**src/rtl/repack_pkg.sv**
```systemverilog
package repack_pkg;
    typedef enum logic [1:0] {EW8 = 2'd0, EW16 = 2'd1, EW32 = 2'd2, EW64 = 2'd3} ew_t;
    typedef enum logic [2:0] {S_IDLE, S_FETCH, S_PACK, S_WRITE, S_FINISH} rp_state_t;
    localparam int WORD_BYTES = 8;
    localparam int WORD_BITS  = 8 * WORD_BYTES;

    function automatic logic [WORD_BITS-1:0] ew_mask(input ew_t e);
        case (e)
            EW8:     ew_mask = 64'h0000_0000_0000_00FF;
            EW16:    ew_mask = 64'h0000_0000_0000_FFFF;
            EW32:    ew_mask = 64'h0000_0000_FFFF_FFFF;
            default: ew_mask = '1;
        endcase
    endfunction

    function automatic logic [WORD_BYTES-1:0] ew_be(input ew_t e);
        case (e)
            EW8:     ew_be = 8'h01;
            EW16:    ew_be = 8'h03;
            EW32:    ew_be = 8'h0F;
            default: ew_be = 8'hFF;
        endcase
    endfunction
endpackage

```
**src/rtl/repack_fsm.sv**
```systemverilog
module repack_fsm
    import repack_pkg::*;
#(
    parameter int VL_W  = 7,
    parameter int REG_W = 5
) (
    input  logic             clk,
    input  logic             rst_n,
    input  logic             start,
    input  logic [1:0]       src_ew,
    input  logic [1:0]       dst_ew,
    input  logic [VL_W-1:0]  vl,
    input  logic [REG_W-1:0] base_reg,
    input  logic             src_valid,
    output logic             src_ready,
    output logic             load,
    output logic             pack,
    output logic             clr,
    output logic [2:0]       slot,
    output logic [2:0]       dpos,
    output ew_t              sew_q,
    output ew_t              dew_q,
    output logic             wr_en,
    output logic [REG_W-1:0] wr_idx,
    output logic             wr_last,
    output logic             done
);
    rp_state_t        state, state_nx;
    logic [VL_W-1:0]  cnt, vl_q, cnt_inc;
    logic [REG_W-1:0] reg_q;
    logic             last_q;
    logic [3:0]       n_src, n_dst;
    logic [2:0]       slot_nx;
    logic             dst_full, is_last;

    assign n_src    = 4'd8 >> sew_q;
    assign n_dst    = 4'd8 >> dew_q;
    assign cnt_inc  = cnt + 1'b1;
    assign is_last  = (cnt_inc == vl_q);
    assign dst_full = (({1'b0, dpos} + 4'd1) == n_dst);
    assign slot_nx  = (({1'b0, slot} + 4'd1) == n_src) ? 3'd0 : slot + 3'd1;

    // state register
    always_ff @(posedge clk) begin
        if (!rst_n) state <= S_IDLE;
        else        state <= state_nx;
    end

    // next-state decision
    always_comb begin
        state_nx = state;
        unique case (state)
            S_IDLE:   if (start) state_nx = (vl == '0) ? S_FINISH : S_FETCH;
            S_FETCH:  if (src_valid) state_nx = S_PACK;
            S_PACK:   if (is_last || dst_full) state_nx = S_WRITE;
                      else state_nx = (slot_nx == 3'd0) ? S_FETCH : S_PACK;
            S_WRITE:  if (last_q) state_nx = S_FINISH;
                      else state_nx = (slot == 3'd0) ? S_FETCH : S_PACK;
            S_FINISH: state_nx = S_IDLE;
            default:  state_nx = S_IDLE;
        endcase
    end

    // outputs
    always_comb begin
        src_ready = (state == S_FETCH);
        load      = (state == S_FETCH) && src_valid;
        pack      = (state == S_PACK);
        clr       = (state == S_WRITE);
        wr_en     = (state == S_WRITE);
        done      = (state == S_FINISH);
        wr_idx    = reg_q;
        wr_last   = last_q;
    end

    // run counters and latched parameters
    always_ff @(posedge clk) begin
        if (!rst_n) begin
            cnt <= '0; vl_q <= '0; reg_q <= '0; last_q <= 1'b0;
            slot <= '0; dpos <= '0; sew_q <= EW8; dew_q <= EW8;
        end else begin
            unique case (state)
                S_IDLE: if (start) begin
                    sew_q  <= ew_t'(src_ew);
                    dew_q  <= ew_t'(dst_ew);
                    vl_q   <= vl;
                    reg_q  <= base_reg;
                    cnt    <= '0;
                    slot   <= '0;
                    dpos   <= '0;
                    last_q <= 1'b0;
                end
                S_PACK: begin
                    cnt    <= cnt_inc;
                    slot   <= slot_nx;
                    dpos   <= dpos + 3'd1;
                    last_q <= is_last;
                end
                S_WRITE: begin
                    dpos  <= '0;
                    reg_q <= reg_q + 1'b1;
                end
                default: ;
            endcase
        end
    end


    zero_run_done_chk: assert property (@(posedge clk) disable iff (!rst_n)
        (state == S_IDLE && start && vl == '0) |=> done);

    done_single_chk: assert property (@(posedge clk) disable iff (!rst_n)
        done |=> !done);

    last_write_done_chk: assert property (@(posedge clk) disable iff (!rst_n)
        (wr_en && wr_last) |=> done);

    widths_held_chk: assert property (@(posedge clk) disable iff (!rst_n)
        (state != S_IDLE) |=> ($stable(sew_q) && $stable(dew_q)));

    slot_range_chk: assert property (@(posedge clk) disable iff (!rst_n)
        pack |-> ({1'b0, slot} < n_src));
endmodule

```
**src/rtl/src_slicer.sv**
```systemverilog
module src_slicer
    import repack_pkg::*;
(
    input  logic                 clk,
    input  logic                 rst_n,
    input  logic                 load,
    input  logic [WORD_BITS-1:0] word,
    input  logic [2:0]           slot,
    input  ew_t                  sew,
    input  ew_t                  dew,
    output logic [WORD_BITS-1:0] elem
);
    logic [WORD_BITS-1:0] hold;
    logic [6:0]           sh;

    always_ff @(posedge clk) begin
        if (!rst_n)    hold <= '0;
        else if (load) hold <= word;
    end

    assign sh   = {1'b0, slot, 3'b000} << sew;
    assign elem = (hold >> sh) & ew_mask(sew) & ew_mask(dew);
endmodule

```
**src/rtl/pack_accum.sv**
```systemverilog
module pack_accum
    import repack_pkg::*;
(
    input  logic                  clk,
    input  logic                  rst_n,
    input  logic                  pack,
    input  logic                  clr,
    input  logic [WORD_BITS-1:0]  elem,
    input  logic [2:0]            dpos,
    input  ew_t                   dew,
    output logic [WORD_BITS-1:0]  acc,
    output logic [WORD_BYTES-1:0] be
);
    logic [2:0] bpos;
    logic [5:0] bitpos;

    assign bpos   = dpos << dew;
    assign bitpos = {bpos, 3'b000};

    always_ff @(posedge clk) begin
        if (!rst_n || clr) begin
            acc <= '0;
            be  <= '0;
        end else if (pack) begin
            acc <= acc | (elem << bitpos);
            be  <= be | (ew_be(dew) << bpos);
        end
    end
endmodule

```
**src/rtl/vec_width_repacker.sv**
```systemverilog
module vec_width_repacker
    import repack_pkg::*;
#(
    parameter int VL_W  = 7,
    parameter int REG_W = 5
) (
    input  logic             clk,
    input  logic             rst_n,
    input  logic             start,
    input  logic [1:0]       src_ew,
    input  logic [1:0]       dst_ew,
    input  logic [VL_W-1:0]  vl,
    input  logic [REG_W-1:0] base_reg,
    input  logic             src_valid,
    input  logic [63:0]      src_data,
    output logic             src_ready,
    output logic             wr_en,
    output logic [REG_W-1:0] wr_idx,
    output logic [63:0]      wr_data,
    output logic [7:0]       wr_be,
    output logic             done
);
    logic       load, pack, clr, wr_last;
    logic [2:0] slot, dpos;
    ew_t        sew_q, dew_q;
    logic [WORD_BITS-1:0] elem;

    repack_fsm #(.VL_W(VL_W), .REG_W(REG_W)) u_fsm (
        .clk(clk), .rst_n(rst_n), .start(start), .src_ew(src_ew), .dst_ew(dst_ew),
        .vl(vl), .base_reg(base_reg), .src_valid(src_valid), .src_ready(src_ready),
        .load(load), .pack(pack), .clr(clr), .slot(slot), .dpos(dpos),
        .sew_q(sew_q), .dew_q(dew_q), .wr_en(wr_en), .wr_idx(wr_idx),
        .wr_last(wr_last), .done(done)
    );

    src_slicer u_slice (
        .clk(clk), .rst_n(rst_n), .load(load), .word(src_data), .slot(slot),
        .sew(sew_q), .dew(dew_q), .elem(elem)
    );

    pack_accum u_acc (
        .clk(clk), .rst_n(rst_n), .pack(pack), .clr(clr), .elem(elem),
        .dpos(dpos), .dew(dew_q), .acc(wr_data), .be(wr_be)
    );


    full_write_be_chk: assert property (@(posedge clk) disable iff (!rst_n)
        (wr_en && !wr_last) |-> (wr_be == 8'hFF));

    last_be_shape_chk: assert property (@(posedge clk) disable iff (!rst_n)
        wr_en |-> (wr_be[0] && (((wr_be + 8'd1) & wr_be) == 8'd0)));

    ready_vs_write_chk: assert property (@(posedge clk) disable iff (!rst_n)
        wr_en |-> !src_ready);
endmodule

```
**config.mk**
```make
export PLATFORM = sky130hd
export DESIGN_NAME = vec_width_repacker
export DESIGN_NICKNAME = d
export VERILOG_FILES = /design/src/rtl/repack_pkg.sv /design/src/rtl/repack_fsm.sv /design/src/rtl/src_slicer.sv /design/src/rtl/pack_accum.sv /design/src/rtl/vec_width_repacker.sv
export SDC_FILE = /design/constraint.sdc
export NUM_CORES = 1
export LEC_CHECK = 0
export BUFFER_PORTS_ARGS = -buffer_cell sky130_fd_sc_hd__buf_2
export CAP_MARGIN = 25
export CORE_UTILIZATION = 50
export CTS_CLUSTER_DIAMETER = 150
export DETAILED_ROUTE_END_ITERATION = 16
export PLACE_DENSITY = 0.82
export SYNTH_ARGS = -nofsm -noshare
export SYNTH_HDL_FRONTEND = slang
export SYNTH_SLANG_ARGS = --single-unit
export TNS_END_PERCENT = 1
```
**constraint.sdc**
```tcl
create_clock -name clk -period 2.3 [get_ports clk]
set_clock_uncertainty 0.05 [all_clocks]
set_input_delay 0.345 -clock clk [delete_from_list [all_inputs] [get_ports clk]]
set_output_delay 0.345 -clock clk [all_outputs]
set_load 0.01 [all_outputs]
```
==> out/results.ini, run 1 <==
[final_layout]
antenna_cells = 0
layout_common_cells = nand2_1 (228), buf_4 (202), dfxtp_1 (165)
layout_commonest_cell = nand2_1
fin_cells = 1745
post-route-util = 0.7104
fin_nets = 1588
area_growth_syn_to_layout_pct = 38.66
post_route_cells_drive_above_1_share = 0.3481
fill_cells = 1494

[global_route]
grtUsageTotal = 0.3820
grt_pass1_vias = 10110
overflow = 0
grt_max_degree = 67
grt_pass1_wl_um = 57640
antenna_found_initial = 0

[critical_path]
end_kind = flip-flop
crit_arrival_ns = 2.79
worstPathMaxFanout = 6
worstPathRequired_ns = 2.58
cp-start-kind = flip-flop
rr_endpoint = u_acc.acc[24]
reg2reg_from = u_fsm.sew_q[1]
r2r_slack_ns = -0.21
path_class = reg -> reg
reg2regPathDepth = 8

[timing]
finalSetupViolations = 60
hold_viol = 0
worstMarginPinSlew_ns = 0.9067
slew_headroom = 0.3909
fin_hold_ws_ns = 0.09881
fin_crit_sh = 1.093
timing.final.crit_period_ns = 2.514
rsz0062_at_grt = yes
drv_slew = 0
setup_ws_ns = -0.2137
clock.fmax_ghz = 0.3978

[clock_tree]
clock-root-buffer = clkbuf_16
clkSlewWorstSetupHoldPaths_ns = 0.07
tritoncts = built
cts_inserted_buffers = 17
clkLatencyLatePin_ns = 0.44
hold_buffers = 0
clock_path_buffers = 2
cts_sinks = 169
cts-htree-levels = 4

[route]
drtAntennaViolNets = 0
vias = 10920
drt_iter0_drc = 1290
first_pass_iters = 6
wire_per_inst_um = 21.90
vias_per_cell = 6.258
drcViolationCount = 0
routed_wl_um = 38220

[yosys]
ys_ff_latch = 169
yosys_warnings = 0
postSynthCellCount = 1183
syn_nets = 1272
synth_edf_count = 0
ys_types = 77
yosysSeqAreaShare = 0.3519
syn_area_per_cell_sq_um = 8.128
syn_area_sq_um = 9615
synth_flop_cell = dfxtp_1
synth-async-reset-ratio = 0

[die]
row_count = 50
die_w_um = 140.7
ios = 164
initial_core_util = 0.5123
dieArea_sq_um = 19790
core-area_sq_um = 18770
die_h_um = 140.7

[placed_design]
io_buffers = 163
post-dp-hpwl_um = 28430
gp_congestion = 0.9851
dp_cells = 1700

[power_and_ir_drop]
vdd_drop_max_uv = 541.5
power-per-cell-area_nw_per_um2 = 574.0
p_leak_nw = 5.558

[job]
drv_cap = 0

[run_status]
outcome = finished with violations
violations = negative setup slack

[min_path]
min_from = src_data[60]
hp-class = in -> reg
hold_end = u_slice.hold[60]
whs_path_depth = 3

-- synthesized netlist by cell type, drive strengths merged (4+ instances only) --
master	instances	area (sq um)
a2111oi	17	173.9
a211oi	19	147.6
a21boi	81	608.1
a21o	8	60.06
a21oi	58	294.0
a221o	11	110.1
a221oi	20	193.9
a22o	8	70.07
a22oi	18	135.1
a31oi	10	62.56
a32oi	8	70.07
a41oi	8	70.07
and2	13	81.33
and3	4	25.02
and3b	9	78.83
buf	31	186.4
clkbuf	61	229.0
dfxtp	169	3383
ha	5	62.56
inv	14	52.55
mux2i	40	400.4
mux4	4	90.09
nand2	232	870.8
nand2b	10	62.56
nand3	18	90.09
nand3b	10	75.07
nor2	72	270.3
nor2b	24	150.1
nor3	14	75.07
nor3b	9	78.83
nor4b	6	71.32
nor4bb	9	90.09
o211a	14	140.1
o211ai	4	30.03
o21a	6	45.04
o21ai	59	299.0
o221a	4	45.04
o221ai	12	105.1
o22a	4	35.03
or2	5	31.28
or3	4	25.02
or4b	5	50.05
xnor2	7	61.31
-- worst max-delay path: stages (launching register included) --
cell and delay, ns:
dfxtp_4 0.37, clkbuf_16 0.16, nor3b_4 0.23, buf_12 0.16
mux4_2 0.51, a222oi_1 0.38, buf_4 0.19, nand2_1 0.07
a221o_1 0.28
-- metal layers --
layer	part of all wire	track usage
met4	0.044	0.1751
met3	0.092	0.09511
met5	0	0
met2	0.45	0.6009
met1	0.41	0.4928
-- layout make-up --
cell class	instances	area, sq um	share of cell area
tap	234	292.8	0.02196
clock buffer	19	442.9	0.03322
multi-input combinational	908	6275	0.4706
sequential	169	3393	0.2545
timing repair buffer	389	2733	0.2050
clock inverter	12	143.9	0.01079
inverter	14	52.55	0.003941
-- registers in the layout (all words and copies together) (netlist names) --
name           flops
u_acc.acc         64
u_acc.be           8
u_fsm.cnt          7
u_fsm.dew_q        2
u_fsm.dpos         3
u_fsm.sew_q        2
u_fsm.slot         3
u_fsm.state        3
u_fsm.vl_q         7
u_fsm.wr_idx       5
u_fsm.wr_last      1
u_slice.hold      64
-- kinds of logic after synthesis --
logic type               synth area share
AND/OR/NAND/NOR                    0.2286
AO/OA/AOI/OAI                      0.3040
flip-flops                         0.3519
buffers and inverters             0.04867
multiplexers                      0.05218
XOR/XNOR                         0.008198
adder cells (fa/ha/maj)          0.006506
-- stage by stage --
stage                     power, mW  instance area [sq um]  setup TNS, ns  setup slack, ns
after floorplan               3.896                   9622        -0.2495         -0.06252
after global placement        4.584                  12050         -8.876          -0.3098
after detailed placement      4.607                  12050         -10.18          -0.3189
after CTS                     7.533                  13010         -3.128          -0.1517
after global routing          7.890                  13330         -11.14          -0.2998
final                         7.653                  13330         -7.600          -0.2137
-- repair_timing --
item,CTS,global route
gates resized for setup,71,46
setup buffers,9,6
pin swaps,17,10
cloned,0,1
hold endpoints to repair,0,0
endpoints found under the setup margin,62,65
-- power breakdown --
group | internal [mW] | switching, mW | total [mW]
clock | 1.64 | 1.28 | 2.92
combinational | 0.684 | 0.889 | 1.57
sequential | 3.03 | 0.133 | 3.16
-- worst max path at each step --
stage	start	endpoint	cells past startpoint
after floorplan	u_fsm.sew_q[0]	u_acc.acc[24]	8
after global placement	u_fsm.sew_q[1]	u_acc.acc[58]	10
after detailed placement	u_fsm.sew_q[1]	u_acc.acc[26]	10
after CTS	u_fsm.sew_q[0]	u_acc.acc[25]	8
after global routing	u_fsm.sew_q[1]	u_acc.acc[25]	8
final	u_fsm.sew_q[1]	u_acc.acc[24]	8
Power figures use the tool's default switching activity.
==> run 2, diff against run 1 <==
CORE_UTILIZATION = 35   (was 50)
MAX_ROUTING_LAYER = met4   (was unset)
PLACE_DENSITY = 0.63   (was 0.82)
==> out/results.ini, run 2 (synthesis results as in run 1) <==
[run_status]
outcome = finished with violations
violations = negative setup slack

[critical_path]
reg2reg_from = u_fsm.sew_q[1]
worstPathRequired_ns = 2.57
critPathBufInv = 4
path_class = reg -> reg
critPathTopFamily = compound AO/OA/AOI/OAI gates
rr_endpoint = u_acc.acc[30]
cp-start-kind = flip-flop
path_common_cell = buf_4
worstPathMaxFanout = 13
cp_cell_sequence = buf_6 -> nor4b_2 -> buf_4 -> buf_4 -> a22oi_1 -> nand3_1 -> a2111oi_2 -> buf_4 -> o221ai_1 -> a22o_1
critPathSlowestCell = dfxtp_4
end_kind = flip-flop
cpPeakStageDelay_ns = 0.40
crit_arrival_ns = 2.78
reg2regPathDepth = 10
r2r_slack_ns = -0.21

[min_path]
hold_end = u_slice.hold[61]
whs_path_depth = 3
min_from = src_data[61]
hp-class = in -> reg

[global_route]
grtUsageMet3 = 0.03002
grt_max_degree = 93
grt_pass1_wl_um = 60730
antenna_found_initial = 0
grt_use_met1 = 0.3988
busiest_layer = met2
grtUsageTotal = 0.2924
grt_util_met2 = 0.4585
overflow = 0
grt_pass1_vias = 10010

[timing]
fin_crit_sh = 1.091
drv_slew = 0
setup_ws_ns = -0.2084
hold_viol = 0
finalSetupTns_ns = -3.235
rsz0062_at_grt = yes
worstMarginPinSlew_ns = 0.6548
slew_headroom = 0.5635
finalSetupViolations = 38
clock.fmax_ghz = 0.3987
timing.final.crit_period_ns = 2.508

[route]
first_pass_iters = 7
drt_iter0_drc = 904
drcViolationCount = 0
routed_wl_um = 39840
wire_per_inst_um = 21.35
vias = 10570
vias_per_cell = 5.665
drtAntennaViolNets = 0

[power_and_ir_drop]
p_leak_nw = 5.616
power_mw = 7.597
power-per-cell-area_nw_per_um2 = 561.1
vdd_drop_max_uv = 439.1

[die]
die_h_um = 167.8
ios = 164
row_count = 60
dieArea_sq_um = 28140
core-area_sq_um = 26950
die_w_um = 167.8
initial_core_util = 0.3568

[final_layout]
top_regs = u_acc.acc: 64 flops, u_slice.hold: 64 flops, u_acc.be: 8 flops
fin_nets = 1601
postLayoutCellArea_sq_um = 13540
area_growth_syn_to_layout_pct = 40.82
post-route-util = 0.5024
layout_common_cells = nand2_1 (227), buf_4 (216), dfxtp_1 (165)
fin_cells = 1866
antenna_cells = 0
layout_commonest_cell = nand2_1
post_route_cells_drive_above_1_share = 0.3600

[job]
drv_cap = 0

[clock_tree]
clock_path_buffers = 2
hold_buffers = 0
cts_inserted_buffers = 17
cts_sinks = 169
clock-root-buffer = clkbuf_16
tritoncts = built
clkSlewWorstSetupHoldPaths_ns = 0.07
clkLatencyLatePin_ns = 0.44
cts-htree-levels = 4

[placed_design]
io_buffers = 163
gp_congestion = 1.054
dp_cells = 1820
post-dp-hpwl_um = 31230
placed_cell_area_sq_um = 12220

-- run 2: cell types whose count changed in the layout (fill, tap and decap cells not counted), moves of 4 or more --
cell    previous run  this run
nor2_2             1         6
buf_12            14         6
buf_4            202       216
nor2_1            70        66
buf_6              8        17
-- run 2: how the worst max path moves through the flow --
| stage | startpoint | endpoint | slack [ns] | cells after the start |
|---|---|---|---|---|
| 2_1_floorplan | u_fsm.sew_q[0] | u_acc.acc[24] | -0.06 | 8 |
| 3_3_place_gp | u_fsm.sew_q[1] | u_acc.acc[61] | -0.49 | 10 |
| 3_5_place_dp | u_fsm.sew_q[1] | u_acc.acc[61] | -0.50 | 10 |
| 4_1_cts | u_fsm.sew_q[0] | u_acc.acc[24] | -0.17 | 8 |
| 5_1_grt | u_fsm.sew_q[1] | u_acc.acc[24] | -0.28 | 8 |
| 6_report | u_fsm.sew_q[1] | u_acc.acc[30] | -0.21 | 10 |
-- run 2: area by class of cell --
| class | instances | area [sq um] |
|---|---|---|
| tap | 341 | 426.7 |
| multi-input combinational | 908 | 6350 |
| clock buffer | 18 | 429.2 |
| fill | 2551 | 13410 |
| timing repair buffer | 402 | 2749 |
| sequential | 169 | 3396 |
| clock inverter | 14 | 137.6 |
| inverter | 14 | 52.55 |
-- run 2: tightest hold or removal path: stages --
cell and delay [ns]:
buf_2 0.10, nand2_1 0.04, a21boi_0 0.06
-- run 2: report_power, final --
part	total [mW]	switching (mW)	leakage (nW)	internal, mW
Combinational	1.58	0.898	3.98	0.678
Clock	2.87	1.35	0.266	1.52
Sequential	3.15	0.122	1.37	3.03
-- run 2: metrics by stage --
stage | setup WS (ns) | hold WS, ns
after floorplan | -0.06252 | 0.3932
after global placement | -0.4942 | 0.3751
after detailed placement | -0.5035 | 0.3788
after CTS | -0.1686 | 0.09119
after global routing | -0.2767 | 0.1143
final | -0.2084 | 0.09532
-- run 2: repair_timing --
| action | CTS | global route |
|---|---|---|
| buffers inserted | 14 | 1 |
| endpoints found under the setup margin | 63 | 64 |
| pin swaps | 26 | 14 |
| resized for setup | 92 | 42 |
| gates cloned | 0 | 0 |
-- run 2: layer usage --
| layer | wire (um) | part of all wire |
|---|---|---|
| met1 | 18950 | 0.48 |
| met2 | 18030 | 0.45 |
| met3 | 2016 | 0.051 |
| met4 | 837 | 0.021 |
| met5 | 0 | 0 |
==> run 3, diff against run 2 <==
PLACE_DENSITY = 0.61   (was 0.63)
TNS_END_PERCENT = unset   (was 1)
clock period = 2.4 ns   (was 2.3 ns; I/O delays follow)
==> out/results.ini, run 3 (synthesis results as in run 1) <==
[run_status]
outcome = finished with violations
violations = negative setup slack

[route]
first_pass_iters = 10
routed_wl_um = 39470
drcViolationCount = 0
drt_iter0_drc = 1166
vias_per_cell = 5.663
drtAntennaViolNets = 0
vias = 10510
wire_per_inst_um = 21.26

[global_route]
grtUsageTotal = 0.2855
grt_max_degree = 65
overflow = 0
grt_pass1_wl_um = 59580
antenna_found_initial = 0
grt_pass1_vias = 9745

[critical_path]
path_class = reg -> reg
reg2regPathDepth = 8
reg2reg_from = u_fsm.sew_q[0]
worstPathRequired_ns = 2.69
crit_arrival_ns = 2.83
end_kind = flip-flop
rr_endpoint = u_acc.acc[25]
r2r_slack_ns = -0.14
worstPathMaxFanout = 7
cp-start-kind = flip-flop

[final_layout]
layout_commonest_cell = nand2_1
post_route_cells_drive_above_1_share = 0.3657
top_regs = u_acc.acc: 64 flops, u_slice.hold: 64 flops, u_acc.be: 8 flops
antenna_cells = 0
postLayoutCellArea_sq_um = 13730
area_growth_syn_to_layout_pct = 42.84
fin_nets = 1591
layout_common_cells = nand2_1 (227), buf_4 (203), dfxtp_1 (165)
seqCellArea_sq_um = 3398
multi_input_area_sq_um = 6544
fill_cells = 2538

[clock_tree]
clkSlewWorstSetupHoldPaths_ns = 0.08
cts_inserted_buffers = 17
clock_path_buffers = 2
cts_sinks = 169
cts-htree-levels = 4
tritoncts = built
clkLatencyLatePin_ns = 0.44
clock-root-buffer = clkbuf_16

[die]
row_count = 60
core-area_sq_um = 26950
die_h_um = 167.8
ios = 164
initial_core_util = 0.3568
dieArea_sq_um = 28140
die_w_um = 167.8

[placed_design]
gp_congestion = 1.035
placed_cell_area_sq_um = 12090
io_buffers = 163
post-dp-hpwl_um = 30490

[min_path]
min_from = src_data[15]
whs_path_depth = 3
hp-class = in -> reg
hold_end = u_slice.hold[15]

[power_and_ir_drop]
vdd_drop_max_uv = 408.8
p_leak_nw = 5.607
power-per-cell-area_nw_per_um2 = 546.4

[timing]
slew_headroom = 0.4390
worstMarginPinSlew_ns = 0.8351
rsz0062_at_grt = yes
timing.final.crit_period_ns = 2.538
hold_viol = 0
finalSetupViolations = 15
setup_ws_ns = -0.1378
fin_hold_ws_ns = 0.1108
drv_slew = 0
fin_crit_sh = 1.057
clock.fmax_ghz = 0.3940

[job]
drv_cap = 0

run 3: metal layers:
layer,GRT usage,vias to the layer above,wire length [um]
met5,-,-,0
met4,0.06861,0,667
met3,0.03569,48,2021
met2,0.4464,384,18110
met1,0.3899,5078,18670
li1,-,5001,-
run 3: area by class of cell:
cell class | count | area share
Clock inverter | 15 | 0.01376
Tap cell | 341 | 0.03106
Inverter | 14 | 0.003826
Clock buffer | 17 | 0.03097
Multi-Input combinational cell | 908 | 0.4765
Sequential cell | 169 | 0.2474
Timing Repair Buffer | 392 | 0.1965
run 3: report_power, final:
group / internal, mW / switching, mW / leakage (nW)
Clock: 1.66 / 1.28 / 0.299
Combinational: 0.658 / 0.863 / 3.94
Sequential: 2.90 / 0.134 / 1.37
Total: 5.22 / 2.28 / 5.61
run 3: worst max-delay path by stage:
| stage | startpoint | to | slack [ns] |
|---|---|---|---|
| after floorplan | u_fsm.sew_q[0] | u_acc.acc[24] | 0.003 |
| after global placement | u_fsm.slot[0] | u_acc.acc[28] | -0.47 |
| after detailed placement | u_fsm.slot[0] | u_acc.acc[30] | -0.49 |
| after CTS | u_fsm.sew_q[0] | u_acc.acc[24] | -0.10 |
| after global routing | u_fsm.sew_q[0] | u_acc.acc[60] | -0.20 |
| final | u_fsm.sew_q[0] | u_acc.acc[25] | -0.14 |
run 3: critical path: stages (launching register included):
cell and delay, ns:
dfxtp_4 0.37, buf_6 0.14, nor3b_4 0.31, buf_12 0.16, mux4_2 0.51, a222oi_1 0.34, buf_4 0.19, nand2_2 0.06
a221o_1 0.29
run 3: what timing repair did:
action	4_1_cts	5_1_grt
pin swaps	15	28
setup buffers	22	8
hold buffers	0	0
gates resized for setup	72	93
setup endpoints to repair	60	59
run 3: per-stage QoR:
stage	setup TNS, ns	power (mW)	cells	setup WS, ns	utilization
after floorplan	0	3.733	1183	0.002899	-
after global placement	-11.02	4.407	1798	-0.4730	0.4487
after detailed placement	-12.74	4.417	1798	-0.4882	0.4487
after CTS	-0.7026	7.418	1850	-0.1010	0.4886
after global routing	-2.634	7.772	1856	-0.1956	0.5096
final	-0.9249	7.504	1856	-0.1378	0.5096
